<file path="src/rtl/sram_seq_pkg.sv">
package sram_seq_pkg;

  localparam int CNT_W = 5;
  localparam logic [CNT_W-1:0] WAIT_MAX = 5'd25;

  typedef enum logic [2:0] {
    PH_IDLE, PH_SETUP, PH_DLY, PH_STRB, PH_NEG, PH_HOLD, PH_DONE
  } phase_t;

  // Timing settings of one access; dly already holds the read or write delay.
  typedef struct packed {
    logic [2:0]       setup;
    logic [2:0]       dly;
    logic [CNT_W-1:0] wait_n;
    logic [2:0]       negd;
    logic [2:0]       hold;
    logic             bs2;
    logic             burst;
    logic [2:0]       pitch;
  } seq_cfg_t;

  function automatic logic [CNT_W-1:0] wait_eff(input logic [CNT_W-1:0] w);
    return (w > WAIT_MAX) ? WAIT_MAX : w;
  endfunction

  function automatic logic [1:0] bs_cycles(input logic bs2, input logic [2:0] dly);
    return (bs2 && dly != 3'd0) ? 2'd2 : 2'd1;
  endfunction

  function automatic logic cs_phase(input phase_t p);
    return (p == PH_DLY) || (p == PH_STRB) || (p == PH_NEG);
  endfunction

  // First phase of nonzero length from setup onward.
  function automatic phase_t enter_setup(input seq_cfg_t c);
    if (c.setup != 3'd0) return PH_SETUP;
    if (c.dly != 3'd0) return PH_DLY;
    return PH_STRB;
  endfunction

  // First phase of nonzero length after the strobe.
  function automatic phase_t enter_neg(input seq_cfg_t c);
    if (c.negd != 3'd0) return PH_NEG;
    if (c.hold != 3'd0) return PH_HOLD;
    return PH_DONE;
  endfunction

  // Counter load on entering a phase: remaining cycles minus one.
  function automatic logic [CNT_W-1:0] load_for(input phase_t p, input seq_cfg_t c);
    case (p)
      PH_SETUP: return {2'b00, c.setup} - 5'd1;
      PH_DLY:   return {2'b00, c.dly} - 5'd1;
      PH_STRB:  return wait_eff(c.wait_n);
      PH_NEG:   return {2'b00, c.negd} - 5'd1;
      PH_HOLD:  return {2'b00, c.hold} - 5'd1;
      default:  return '0;
    endcase
  endfunction

endpackage

</file>
<file path="src/rtl/seq_area_match.sv">
module seq_area_match #(
  parameter int AW  = 32,
  parameter int LSB = 26,
  parameter int W   = 3
) (
  input  logic [AW-1:0] addr,
  input  logic [W-1:0]  area,
  output logic          hit
);
  assign hit = (addr[LSB+W-1:LSB] == area);
endmodule

</file>
<file path="src/rtl/seq_phase_fsm.sv">
module seq_phase_fsm
  import sram_seq_pkg::*;
#(
  parameter int BEAT_W = 3
) (
  input  logic              clk,
  input  logic              rst_n,
  input  logic              start,
  input  logic              hit,
  input  seq_cfg_t          cfg_live,
  input  logic              write_q,
  input  logic [BEAT_W-1:0] beats_m1,
  input  logic              rdy_n,
  output phase_t            ph,
  output logic [BEAT_W-1:0] beat,
  output logic              strb_last,
  output logic              strb_exit,
  output logic              wait_zero,
  output logic              bs_act
);
  phase_t            ph_q, ph_d;
  seq_cfg_t          cfg_q, c;
  logic [CNT_W-1:0]  cnt_q, cnt_d, cur_wait_q;
  logic [1:0]        bs_q, bs_d;
  logic [BEAT_W-1:0] beat_q;
  logic              more_beats, reenter, changed;

  assign c          = (ph_q == PH_IDLE) ? cfg_live : cfg_q;
  assign strb_last  = (ph_q == PH_STRB) && (cnt_q == '0);
  assign wait_zero  = (cur_wait_q == '0);
  assign strb_exit  = strb_last && (wait_zero || !rdy_n);
  assign more_beats = cfg_q.burst && !write_q && (beat_q != beats_m1);
  assign reenter    = strb_exit && more_beats;

  always_comb begin
    ph_d = ph_q;
    unique case (ph_q)
      PH_IDLE:  if (start) ph_d = hit ? enter_setup(c) : PH_DONE;
      PH_SETUP: if (cnt_q == '0) ph_d = (c.dly != 3'd0) ? PH_DLY : PH_STRB;
      PH_DLY:   if (cnt_q == '0) ph_d = PH_STRB;
      PH_STRB:  if (strb_exit && !more_beats) ph_d = enter_neg(c);
      PH_NEG:   if (cnt_q == '0) ph_d = (c.hold != 3'd0) ? PH_HOLD : PH_DONE;
      PH_HOLD:  if (cnt_q == '0) ph_d = PH_DONE;
      PH_DONE:  ph_d = PH_IDLE;
      default:  ph_d = PH_IDLE;
    endcase
    changed = (ph_d != ph_q);
    if (reenter)           cnt_d = {2'b00, cfg_q.pitch};
    else if (changed)      cnt_d = load_for(ph_d, c);
    else if (cnt_q != '0)  cnt_d = cnt_q - 5'd1;
    else                   cnt_d = cnt_q;
    if (!cs_phase(ph_q) && cs_phase(ph_d)) bs_d = bs_cycles(c.bs2, c.dly);
    else if (bs_q != 2'd0)                 bs_d = bs_q - 2'd1;
    else                                   bs_d = bs_q;
  end

  always_ff @(posedge clk or negedge rst_n) begin
    if (!rst_n) begin
      ph_q       <= PH_IDLE;
      cfg_q      <= '0;
      cnt_q      <= '0;
      cur_wait_q <= '0;
      bs_q       <= 2'd0;
      beat_q     <= '0;
    end else begin
      ph_q  <= ph_d;
      cnt_q <= cnt_d;
      bs_q  <= bs_d;
      if (ph_q == PH_IDLE && start) begin
        cfg_q  <= cfg_live;
        beat_q <= '0;
      end else if (reenter) begin
        beat_q <= beat_q + 1'b1;
      end
      if (reenter || (changed && ph_d == PH_STRB)) cur_wait_q <= cnt_d;
    end
  end

  assign ph     = ph_q;
  assign beat   = beat_q;
  assign bs_act = (bs_q != 2'd0) && cs_phase(ph_q);
endmodule

</file>
<file path="src/rtl/seq_strobe_drv.sv">
module seq_strobe_drv
  import sram_seq_pkg::*;
#(
  parameter int NB = 8
) (
  input  phase_t        ph,
  input  logic          write_q,
  input  logic [NB-1:0] be_q,
  input  logic          bs_act,
  output logic          cs_n,
  output logic          rd_n,
  output logic [NB-1:0] we_n,
  output logic          bs_n
);
  logic strobe_on;
  assign strobe_on = (ph == PH_STRB);
  assign cs_n = !cs_phase(ph);
  assign rd_n = !(strobe_on && !write_q);
  assign bs_n = !bs_act;

  for (genvar i = 0; i < NB; i++) begin : g_lane
    assign we_n[i] = !(strobe_on && write_q && be_q[i]);
  end
endmodule

</file>
<file path="src/rtl/sram_cycle_seq.sv">
module sram_cycle_seq
  import sram_seq_pkg::*;
#(
  parameter int AW       = 32,
  parameter int DW       = 64,
  parameter int AREA_LSB = 26,
  parameter int AREA_W   = 3,
  parameter int BEAT_W   = 3
) (
  input  logic              clk,
  input  logic              rst_n,
  input  logic              req_valid,
  input  logic [AW-1:0]     req_addr,
  input  logic              req_write,
  input  logic [DW/8-1:0]   req_be,
  input  logic [DW-1:0]     req_wdata,
  input  logic [BEAT_W-1:0] req_beats,
  input  logic [AREA_W-1:0] cfg_area,
  input  logic [2:0]        cfg_setup,
  input  logic [2:0]        cfg_rd_dly,
  input  logic [2:0]        cfg_wr_dly,
  input  logic [4:0]        cfg_wait,
  input  logic [2:0]        cfg_neg_dly,
  input  logic [2:0]        cfg_hold,
  input  logic              cfg_bs_long,
  input  logic              cfg_burst,
  input  logic [2:0]        cfg_pitch,
  input  logic              ext_rdy_n,
  input  logic [DW-1:0]     ext_rdata,
  output logic              busy,
  output logic              done,
  output logic [DW-1:0]     rdata,
  output logic              rdata_valid,
  output logic [AW-1:0]     ext_addr,
  output logic [DW-1:0]     ext_wdata,
  output logic              ext_cs_n,
  output logic              ext_rd_n,
  output logic [DW/8-1:0]   ext_we_n,
  output logic              ext_bs_n
);
  localparam int NB       = DW / 8;
  localparam int LANE_SH  = $clog2(NB);

  // Named events for the checker.
  logic              hit, hit_q, start;
  logic              strb_last, strb_exit, wait_zero, bs_act, capture;
  phase_t            ph;
  logic [BEAT_W-1:0] beat;
  seq_cfg_t          cfg_live;

  logic [AW-1:0]     addr_q;
  logic              write_q;
  logic [NB-1:0]     be_q;
  logic [DW-1:0]     wdata_q;
  logic [BEAT_W-1:0] beats_q;

  assign start = req_valid && (ph == PH_IDLE);

  always_comb begin
    cfg_live.setup  = cfg_setup;
    cfg_live.dly    = req_write ? cfg_wr_dly : cfg_rd_dly;
    cfg_live.wait_n = cfg_wait;
    cfg_live.negd   = cfg_neg_dly;
    cfg_live.hold   = cfg_hold;
    cfg_live.bs2    = cfg_bs_long;
    cfg_live.burst  = cfg_burst;
    cfg_live.pitch  = cfg_pitch;
  end

  seq_area_match #(.AW(AW), .LSB(AREA_LSB), .W(AREA_W)) u_match (
    .addr (req_addr),
    .area (cfg_area),
    .hit  (hit)
  );

  seq_phase_fsm #(.BEAT_W(BEAT_W)) u_fsm (
    .clk       (clk),
    .rst_n     (rst_n),
    .start     (start),
    .hit       (hit),
    .cfg_live  (cfg_live),
    .write_q   (write_q),
    .beats_m1  (beats_q),
    .rdy_n     (ext_rdy_n),
    .ph        (ph),
    .beat      (beat),
    .strb_last (strb_last),
    .strb_exit (strb_exit),
    .wait_zero (wait_zero),
    .bs_act    (bs_act)
  );

  seq_strobe_drv #(.NB(NB)) u_drv (
    .ph      (ph),
    .write_q (write_q),
    .be_q    (be_q),
    .bs_act  (bs_act),
    .cs_n    (ext_cs_n),
    .rd_n    (ext_rd_n),
    .we_n    (ext_we_n),
    .bs_n    (ext_bs_n)
  );

  assign capture = strb_exit && !write_q;

  always_ff @(posedge clk or negedge rst_n) begin
    if (!rst_n) begin
      addr_q      <= '0;
      write_q     <= 1'b0;
      be_q        <= '0;
      wdata_q     <= '0;
      beats_q     <= '0;
      hit_q       <= 1'b0;
      rdata       <= '0;
      rdata_valid <= 1'b0;
    end else begin
      if (start) begin
        addr_q  <= req_addr;
        write_q <= req_write;
        be_q    <= req_be;
        wdata_q <= req_wdata;
        beats_q <= req_beats;
        hit_q   <= hit;
      end
      rdata_valid <= capture;
      if (capture) rdata <= ext_rdata;
    end
  end

  assign ext_addr  = addr_q + ({{(AW-BEAT_W){1'b0}}, beat} << LANE_SH);
  assign ext_wdata = wdata_q;
  assign busy      = (ph != PH_IDLE);
  assign done      = (ph == PH_DONE);
endmodule

</file>
<file path="config.mk">
export PLATFORM = sky130hd
export DESIGN_NAME = sram_cycle_seq
export DESIGN_NICKNAME = d
export VERILOG_FILES = /design/src/rtl/sram_seq_pkg.sv /design/src/rtl/seq_area_match.sv /design/src/rtl/seq_phase_fsm.sv /design/src/rtl/seq_strobe_drv.sv /design/src/rtl/sram_cycle_seq.sv
export SDC_FILE = /design/constraint.sdc
export NUM_CORES = 1
export LEC_CHECK = 0
export BUFFER_PORTS_ARGS = -buffer_cell sky130_fd_sc_hd__buf_2
export CORE_MARGIN = 2
export CORE_UTILIZATION = 50
export DETAILED_ROUTE_END_ITERATION = 16
export PLACE_DENSITY = 0.81
export SYNTH_ARGS = -nofsm -noshare
export SYNTH_HDL_FRONTEND = slang
export SYNTH_SLANG_ARGS = --single-unit
export TNS_END_PERCENT = 30
</file>
<file path="constraint.sdc">
create_clock -name clk -period 3.85 [get_ports clk]
set_clock_uncertainty 0.15 [all_clocks]
set_input_delay 0.1925 -clock clk [delete_from_list [all_inputs] [get_ports clk]]
set_output_delay 0.1925 -clock clk [all_outputs]
set_load 0.05 [all_outputs]
</file>
==> impl_results.md, run 1 <==
* VDD IR max at 0.000635 V
* Netlist cell types at just over 70
* Root buf cell: clkbuf_16
* Post-synth EDFFs at 0
* Syn. warnings at 0
* Crit path time final at 3660 ps
* Setup_tns at 0 ps
* Worst Path Arrival at 3320 ps
* Remaining DRCs at 0
* Leak pwr at 8.02 nW
* FF-to-FF Start: u_fsm.ph[1]$_DFF_PN0_
* Startpoint types: flip-flop
* RSZ-0062 raised after global routing: false
* Mapped cell area at 9980 sq um
* Synth Register Bits at 213
* Num rows at 51
* DR pass1 iterations at 5
* Wire length per cell at between 15 and 20 um
* Worst R2R End: u_fsm.cnt_q[2]$_DFF_PN0_
* CP Capture Type: output port
* Largest net degree at the start of global routing at 120
* CP startpoint: u_fsm.beat[0]$_DFFE_PN0P_
* Clk_lat worst skew at 510 ps
* CTS tree: yes
* Number of max-cap violations at 0
* Area Overhead vs Synth at 49.8%
* CP endpoint: ext_addr[29]
* Final period util at 0.952
* Tot Pwr at 0.0126 W
* Worst setup margin at around 190 ps
* Non-filler cells in the finished layout at ~1900
* Setup violations, final at 0
* Syn nets at ~1200
* CTS H-tree depth at 1
* Die X at 145 um
* Outcome: finished, final reports clean
* WL final at 36.5 mm
* Kind of critical path: reg -> out
* Pre-CTS setup slack at a little under 400 ps
* GRT Util Overall at 0.345
* Initial antenna violation count at 5
* Top Ports at 378
* DP Wirelength at 21.2 mm
* Layout cells sized above 1 at 0.334
* Worst-path clk slew at 60 ps
* Final #Nets at 1806
* Vias post-DR at 9975
* Vias per Instance at between 5 and 6
* CORE AREA at 19500 sq um
* Max clock buf depth at 3
* Worst R2R Setup Slack at 420 ps
* Final hold vios at 0
* Grt total ovfl at 0
* Async SR Flop Fraction at 1.00
* Clock sinks at 213
* Vias in the first global route at ~11000
* Synth Flop Type: dfrtp_1
* Slew headroom at 0.415
* Syn avg cell area at 9.82 sq um
* Pwr/cell area at 844 nW/um^2
* Register area share after synthesis at 0.534
* First-pass GRT wire length at 57.8 mm
* FMAX at roughly 270 MHz
* Die area at 21100 sq um
* CP max FO at 4
* ANT nets after route at 0
* Buffers on Ports at 377
* Die height at ~150 um
* WP data required at 3510 ps
* Final max-slew violation count at 0
* Mapped Cells at 1016
* Iteration-0 DRC Markers at 595
* FILL cells at 1212
* # placed instances at 1626
* Hold Path Class: in -> reg
* Worst Tran Pin Value at 878 ps
* Starting Density at 0.511
* Worst reg-to-reg path cell count at 11
* TritonCTS buffer count at 24
* Gpl congestion at 0.893
* Final core utilization at 0.766
-- cells in the final DEF (no fill, tap or decap), types with 4 or more instances in the layout --
| cell | n |
|---|---|
| xnor2_1 | 21 |
| nand2_1 | 421 |
| buf_12 | 4 |
| buf_4 | 14 |
| mux2i_1 | 22 |
| o21ai_0 | 10 |
| mux2_2 | 66 |
| clkbuf_16 | 25 |
| nor3_1 | 11 |
| a21oi_1 | 11 |
| and3_1 | 4 |
| or2_2 | 4 |
| xor2_1 | 20 |
| inv_1 | 17 |
| clkbuf_1 | 6 |
| ha_1 | 15 |
| nand3_1 | 18 |
| nand2b_1 | 5 |
| nor2_1 | 22 |
| diode_2 | 5 |
| buf_2 | 375 |
| clkbuf_8 | 4 |
| nand4_1 | 8 |
| dlygate4sd3_1 | 198 |
| dfrtp_1 | 213 |
-- state kept, by name, indices dropped and copies added, names as in the netlist --
| signal | flops |
|---|---|
| rdata_valid | 1 |
| u_fsm.ph | 3 |
| u_fsm.bs_q | 2 |
| u_fsm.cfg_q | 22 |
| be_q | 8 |
| rdata | 64 |
| u_fsm.cnt_q | 5 |
| u_fsm.cur_wait_q | 5 |
| addr_q | 32 |
| ext_wdata | 64 |
| write_q | 1 |
| beats_q | 3 |
| u_fsm.beat | 3 |
-- repair_timing --
action                                  in CTS  in global routing
endpoints found under the setup margin       2                  6
buffers inserted                             0                  1
gates cloned                                 0                  0
pin swaps                                    0                  1
resized for setup                            3                  5
hold buffers                               198                  0
hold endpoints to repair                   312                  0
-- stage by stage --
stage / cell area, sq um / hold WS [ps]
2_1_floorplan: 9980 / -253
3_3_place_gp: 12100 / 187
3_5_place_dp: 12100 / 202
4_1_cts: 14900 / 129
5_1_grt: 14900 / 176
6_report: 14900 / 162
-- metal layers --
metal  global-route usage  vias to the layer above  wire length [um]
li1                     -                     4447                 -
met5                    0                        -                 0
met2                0.601                      557             18500
met3               0.0786                      181              2710
met1                0.386                     4790             12800
met4                0.203                        0              2430
-- cell type report --
class                      count  area [sq um]  share of cell area
sequential                   213          5330               0.357
multi-input combinational    734          4350               0.291
timing repair buffer         593          4070               0.272
clock buffer                  35           703              0.0470
tap                          265           332              0.0222
inverter                      20          87.6             0.00586
clock inverter                 6          62.6             0.00419
antenna                        5          12.5            0.000837
-- Yosys cell counts (4+ instances only) --
cell        n  area, sq um
nand2_1   421         1580
dfrtp_1   213         5330
mux2_2     66          743
clkbuf_1   25         93.8
nor2_1     24         90.1
mux2i_1    22          220
xnor2_1    22          193
xor2_1     20          175
nand3_1    18         90.1
inv_1      17         63.8
ha_1       15          188
buf_2      13         65.1
a21oi_1    11         55.1
nor3_1     11         55.1
o21ai_0    10         50.1
buf_4       8         60.1
nand4_1     8         50.1
nand2b_1    5         31.3
and2_1      4         25.0
and3_1      4         25.0
nor2b_1     4         25.0
or2_2       4         25.0
-- cell families after synthesis --
kind of cell	after synthesis	synth area share
compound gates	65	0.0563
xor+xnor	42	0.0369
fa+ha+maj	16	0.0208
buf+inv	69	0.0341
flops	213	0.534
mux	89	0.0980
simple gates	522	0.220
-- critical path, cell delays in order, from the launching register on --
cell and delay [ps]:
dfrtp_1 350, ha_1 170, inv_1 50, fa_1 410
nor2b_2 170, o21bai_2 110, or3_4 420, or2_2 340
nor2_4 170, nand3_1 150, xnor2_2 270, buf_6 200
-- worst min path at each step --
stage          startpoint                         endpoint  cells after the start
2_1_floorplan       rst_n            addr_q[0]$_DFFE_PN0N_                      0
3_3_place_gp        rst_n            rdata[53]$_DFFE_PN0P_                      1
3_5_place_dp        rst_n            rdata[53]$_DFFE_PN0P_                      1
4_1_cts         ext_rdy_n  u_fsm.cur_wait_q[0]$_DFFE_PN0P_                      4
5_1_grt         ext_rdy_n  u_fsm.cur_wait_q[0]$_DFFE_PN0P_                      4
6_report        ext_rdy_n  u_fsm.cur_wait_q[0]$_DFFE_PN0P_                      4
-- where the power goes --
group	switching [W]	total (W)	internal, W
registers	0.000652	0.00373	0.00308
clock network	0.000932	0.00226	0.00133
logic	0.00467	0.00662	0.00195
No activity file was read; power rests on OpenSTA's default activity.
==> run 2, diff against run 1 <==
--- a/config.mk
+++ b/config.mk
@@ -5,11 +5,12 @@
 export SDC_FILE = /design/constraint.sdc
 export NUM_CORES = 1
 export LEC_CHECK = 0
+export ABC_AREA = 1
 export BUFFER_PORTS_ARGS = -buffer_cell sky130_fd_sc_hd__buf_2
-export CORE_MARGIN = 2
-export CORE_UTILIZATION = 50
+export CORE_AREA = 2 2 149 151
 export DETAILED_ROUTE_END_ITERATION = 16
-export PLACE_DENSITY = 0.81
+export DIE_AREA = 0 0 151 153
+export PLACE_DENSITY = 0.76
 export SYNTH_ARGS = -nofsm -noshare
 export SYNTH_HDL_FRONTEND = slang
 export SYNTH_SLANG_ARGS = --single-unit
==> run 2 against run 1 <==
  * Wire length up 2.1%
  * Cell count up 14%
  * Setup slack worse by 21 ps
  * Combinational power up 16%
  * Sequential cell count unchanged
  * Sequential share of layout area down 0.48 points
  * Core utilization down 6.0 points
  * Critical path depth up 5
  * Non-clock buffer count up 3
  * Synthesized area down 0.28%
  * Maximum frequency down 0.58%
  * Largest cell class unchanged
  * Highest routed layer unchanged
==> impl_results.md, run 2 <==
* Syn. warnings at 0 (unchanged)
* Flop pwr share at 0.276 (was 0.296)
* Vias per Instance at 5.19 (was 5.33)
* Mapped Cells at 1244 (was 1016)
* Setup violations, final at 0 (unchanged)
* Kind of critical path: reg -> out (unchanged)
* Mapped cell area at 9950 sq um (was 9980 sq um)
* Tot Pwr at 0.0144 W (was 0.0126 W)
* Pwr/cell area at 948 nW/um^2 (was 844 nW/um^2)
* Worst reg-to-reg path cell count at 20 (was 11)
* CP max stage delay at 410 ps (was 420 ps)
* Comb pwr share at 0.537 (was 0.525)
* Top Ports at 378 (unchanged)
* Met2 global-route usage at 0.530 (was 0.601)
* Worst-path clk slew at 60 ps (about the same)
* Synth top cells by count: nand2_1, dfrtp_1, inv_1 (was nand2_1, dfrtp_1, mux2_2)
* Worst-path cell chain: ha_1 > inv_1 > fa_1 > nor2_1 > o21ai_1 > nor2_2 > nand2_2 > nor2_2 > nand2_1 > nor3_4 > nand2_1 > nor2_2 > nand3_1 > nor2_1 > xor2_1 > buf_4 (was ha_1 > inv_1 > fa_1 > nor2b_2 > o21bai_2 > or3_4 > or2_2 > nor2_4 > nand3_1 > xnor2_2 > buf_6)
* Routing usage on met3 at 0.0731 (was 0.0786)
* Clock sinks at 213 (unchanged)
* Worst R2R Setup Slack at 410 ps (was 420 ps)
* Netlist cell types at 42 (was 71)
* GRT Util Overall at 0.313 (was 0.345)
* Area Overhead vs Synth at 52.2% (was 49.8%)
* Synth Flop Type: dfrtp_1 (unchanged)
* Worst hold slack at 28.9 ps (was 162 ps)
* Non-filler cells in the finished layout at 2126 (was 1871)
* Endpoint, Worst Hold: u_fsm.cfg_q[0]$_DFFE_PN0P_ (was u_fsm.cur_wait_q[0]$_DFFE_PN0P_)
* Register area share after synthesis at 0.536 (was 0.534)
* VDD IR max at 0.000764 V (was 0.000635 V)
* Vias in the first global route at 11300 (was 10700)
* ANT nets after route at 0 (unchanged)
* Clk_lat worst skew at 520 ps (was 510 ps)
* Part of the power in the clock network at 0.187 (was 0.179)
* Post-synth EDFFs at 0 (unchanged)
* Cell with the most instances after synthesis: nand2_1 (unchanged)
* Largest net degree at the start of global routing at 133 (was 120)
* WL final at 37.2 mm (was 36.5 mm)
* Starting Density at 0.463 (was 0.511)
* Hold wc startpoint: req_valid (was ext_rdy_n)
* Wire length per cell at 17.5 um (was 19.5 um)
* Yosys top cell by area: dfrtp_1 (unchanged)
* DR pass1 iterations at 5 (unchanged)
* TritonCTS buffer count at 24 (unchanged)
* Commonest non-fill, non-tap cell in the layout: nand2_1 (unchanged)
* Gpl congestion at 0.907 (was 0.893)
* Crit path time final at 3680 ps (was 3660 ps)
* Remaining DRCs at 0 (unchanged)
* Final period util at 0.957 (was 0.952)
* CTS H-tree depth at 1 (unchanged)
* Slowest-stage cell, CP: fa_1 (was or3_4)
* Synth top area share at 0.536 (was 0.534)
* Worst Tran Pin Value at 1010 ps (was 878 ps)
* Outcome: finished, final reports clean (unchanged)
* Die X at 151 um (was 145 um)
* Max clock buf depth at 3 (unchanged)
* Vias post-DR at 11000 (was 9975)
* Hold path depth at 4 (unchanged)
* Largest cells by area after synthesis: dfrtp_1, nand2_1, inv_1 (was dfrtp_1, nand2_1, mux2_2)
* CP Capture Type: output port (unchanged)
* First-pass GRT wire length at 57.3 mm (was 57.8 mm)
* Internal power at 0.00690 W (was 0.00636 W)
* Hold Path Class: in -> reg (unchanged)
* Sw frac at 0.520 (was 0.496)
* Iteration-0 DRC Markers at 682 (was 595)
* Leak pwr at 8.43 nW (was 8.02 nW)
* RSZ-0062 raised after global routing: true (was false)
* Slew headroom at 0.326 (was 0.415)
* Layout cells sized above 1 at 0.259 (was 0.334)
* Worst Path Arrival at 3340 ps (was 3320 ps)
* Grt total ovfl at 0 (unchanged)
* Startpoint types: flip-flop (unchanged)
* FMAX at 271 MHz (was 273 MHz)
* Final #Nets at 2038 (was 1806)
* Final hold vios at 0 (unchanged)
* CTS tree: yes (unchanged)
* Buffers on Ports at 377 (unchanged)
* Commonest cells after routing, fill and taps aside: nand2_1, buf_2, dfrtp_1 (unchanged)
* Num rows at 54 (was 51)
* CP max FO at 4 (unchanged)
* Syn avg cell area at 8.00 sq um (was 9.82 sq um)
* CP most frequent cell: nor2_2
* DP Wirelength at 20.9 mm (was 21.2 mm)
* FF-to-FF Start: u_fsm.ph[0]$_DFF_PN0_ (was u_fsm.ph[1]$_DFF_PN0_)
* Buf+Inv Stages, Crit Path at 2 (unchanged)
* Syn nets at 1464 (was 1236)
* Busiest grt layer: met2 (unchanged)
* CORE AREA at 21500 sq um (was 19500 sq um)
* Synth Register Bits at 213 (unchanged)
* Initial antenna violation count at 7 (was 5)
* # placed instances at 1862 (was 1626)
* WP data required at 3510 ps (about the same)
* Number of max-cap violations at 0 (unchanged)
* Die height at 153 um (was 145 um)
* M1 GR Usage at 0.357 (was 0.386)
* Root buf cell: clkbuf_16 (unchanged)
* Die area at 23100 sq um (was 21100 sq um)
* Sw power at 0.00746 W (was 0.00625 W)
* Final max-slew violation count at 0 (unchanged)
* Worst R2R End: u_fsm.cur_wait_q[2]$_DFFE_PN0P_ (was u_fsm.cnt_q[2]$_DFF_PN0_)
* Async SR Flop Fraction at 1.00 (unchanged)
* Largest delay share family, worst path: simple AND/OR/NAND/NOR gates (unchanged)
==> run 2: cell types whose count changed after synthesis, sizes merged, moves of 12 or more <==
cell / previous run / this run
nand2: 421 / 644
mux2: 67 / 0
nor2: 26 / 52
nand3: 18 / 44
o21ai: 15 / 63
mux2i: 22 / 3
buf: 24 / 12
inv: 19 / 87
xnor2: 22 / 8
==> run 2: repair_timing <==
item	4_1_cts	5_1_grt
setup buffers	0	2
hold buffers	208	0
endpoints found under the hold margin	324	0
gates resized for setup	0	7
setup endpoints to repair	0	5
==> run 2: worst max path at each step <==
stage	slack, ps	cells after the start	start	endpoint
finish	170	16	u_fsm.beat[0]$_DFFE_PN0P_	ext_addr[25]
global route	-80	16	u_fsm.beat[0]$_DFFE_PN0P_	ext_addr[25]
CTS	50	16	u_fsm.beat[0]$_DFFE_PN0P_	ext_addr[25]
detailed placement	310	19	u_fsm.ph[0]$_DFF_PN0_	u_fsm.cur_wait_q[2]$_DFFE_PN0P_
global placement	470	19	u_fsm.ph[0]$_DFF_PN0_	u_fsm.cur_wait_q[2]$_DFFE_PN0P_
floorplan	590	15	u_fsm.beat[0]$_DFFE_PN0P_	ext_addr[25]
==> run 2: cell families (layout without fill, tap and decap cells) <==
logic type | after synthesis | count (layout) | share of synthesized area
AND/OR/NAND/NOR | 764 | 764 | 0.314
flip-flops | 213 | 213 | 0.536
buffers and inverters | 137 | 729 | 0.0547
AO/OA/AOI/OAI | 78 | 78 | 0.0425
XOR/XNOR | 33 | 33 | 0.0290
adder cells (fa/ha/maj) | 16 | 16 | 0.0209
multiplexers | 3 | 3 | 0.00302
other | 0 | 10 | 0
==> run 2: worst min-delay path, cell delays in order <==
cell     delay (ps)
buf_2           100
inv_1            80
nor2_4          100
o21ai_0         170
==> run 2: area by class of cell <==
cell class	instances	area [sq um]
clock inverter	13	246
timing repair buffer	596	4080
tap	280	350
inverter	89	340
clock buffer	31	678
sequential	213	5330
antenna	10	25.0
multi-input combinational	894	4110
fill	1491	6330
==> run 2: metal layers <==
metal,wire [um],vias to the layer above
met5,0,-
met4,2690,0
met3,3200,221
met2,18300,706
met1,13000,5122
li1,-,4979
==> run 2: metrics by stage <==
step           TNS [ps]  instance area (sq um)  setup WS, ps  utilization
6_report              0                  15200           165        0.705
5_1_grt           -84.6                  15100         -84.6        0.705
4_1_cts               0                  15100          54.3        0.702
3_5_place_dp          0                  12100           314        0.562
3_3_place_gp          0                  12100           467        0.562
2_1_floorplan         0                   9950           594            -
==> run 2: power by group through the flow <==
stage          clock network (W)  logic, W  registers [W]
3_3_place_gp                   0   0.00714        0.00386
5_1_grt                  0.00280   0.00825        0.00407
3_5_place_dp                   0   0.00726        0.00388
4_1_cts                  0.00270   0.00749        0.00388
2_1_floorplan                  0   0.00346        0.00587
6_report                 0.00269   0.00771        0.00396
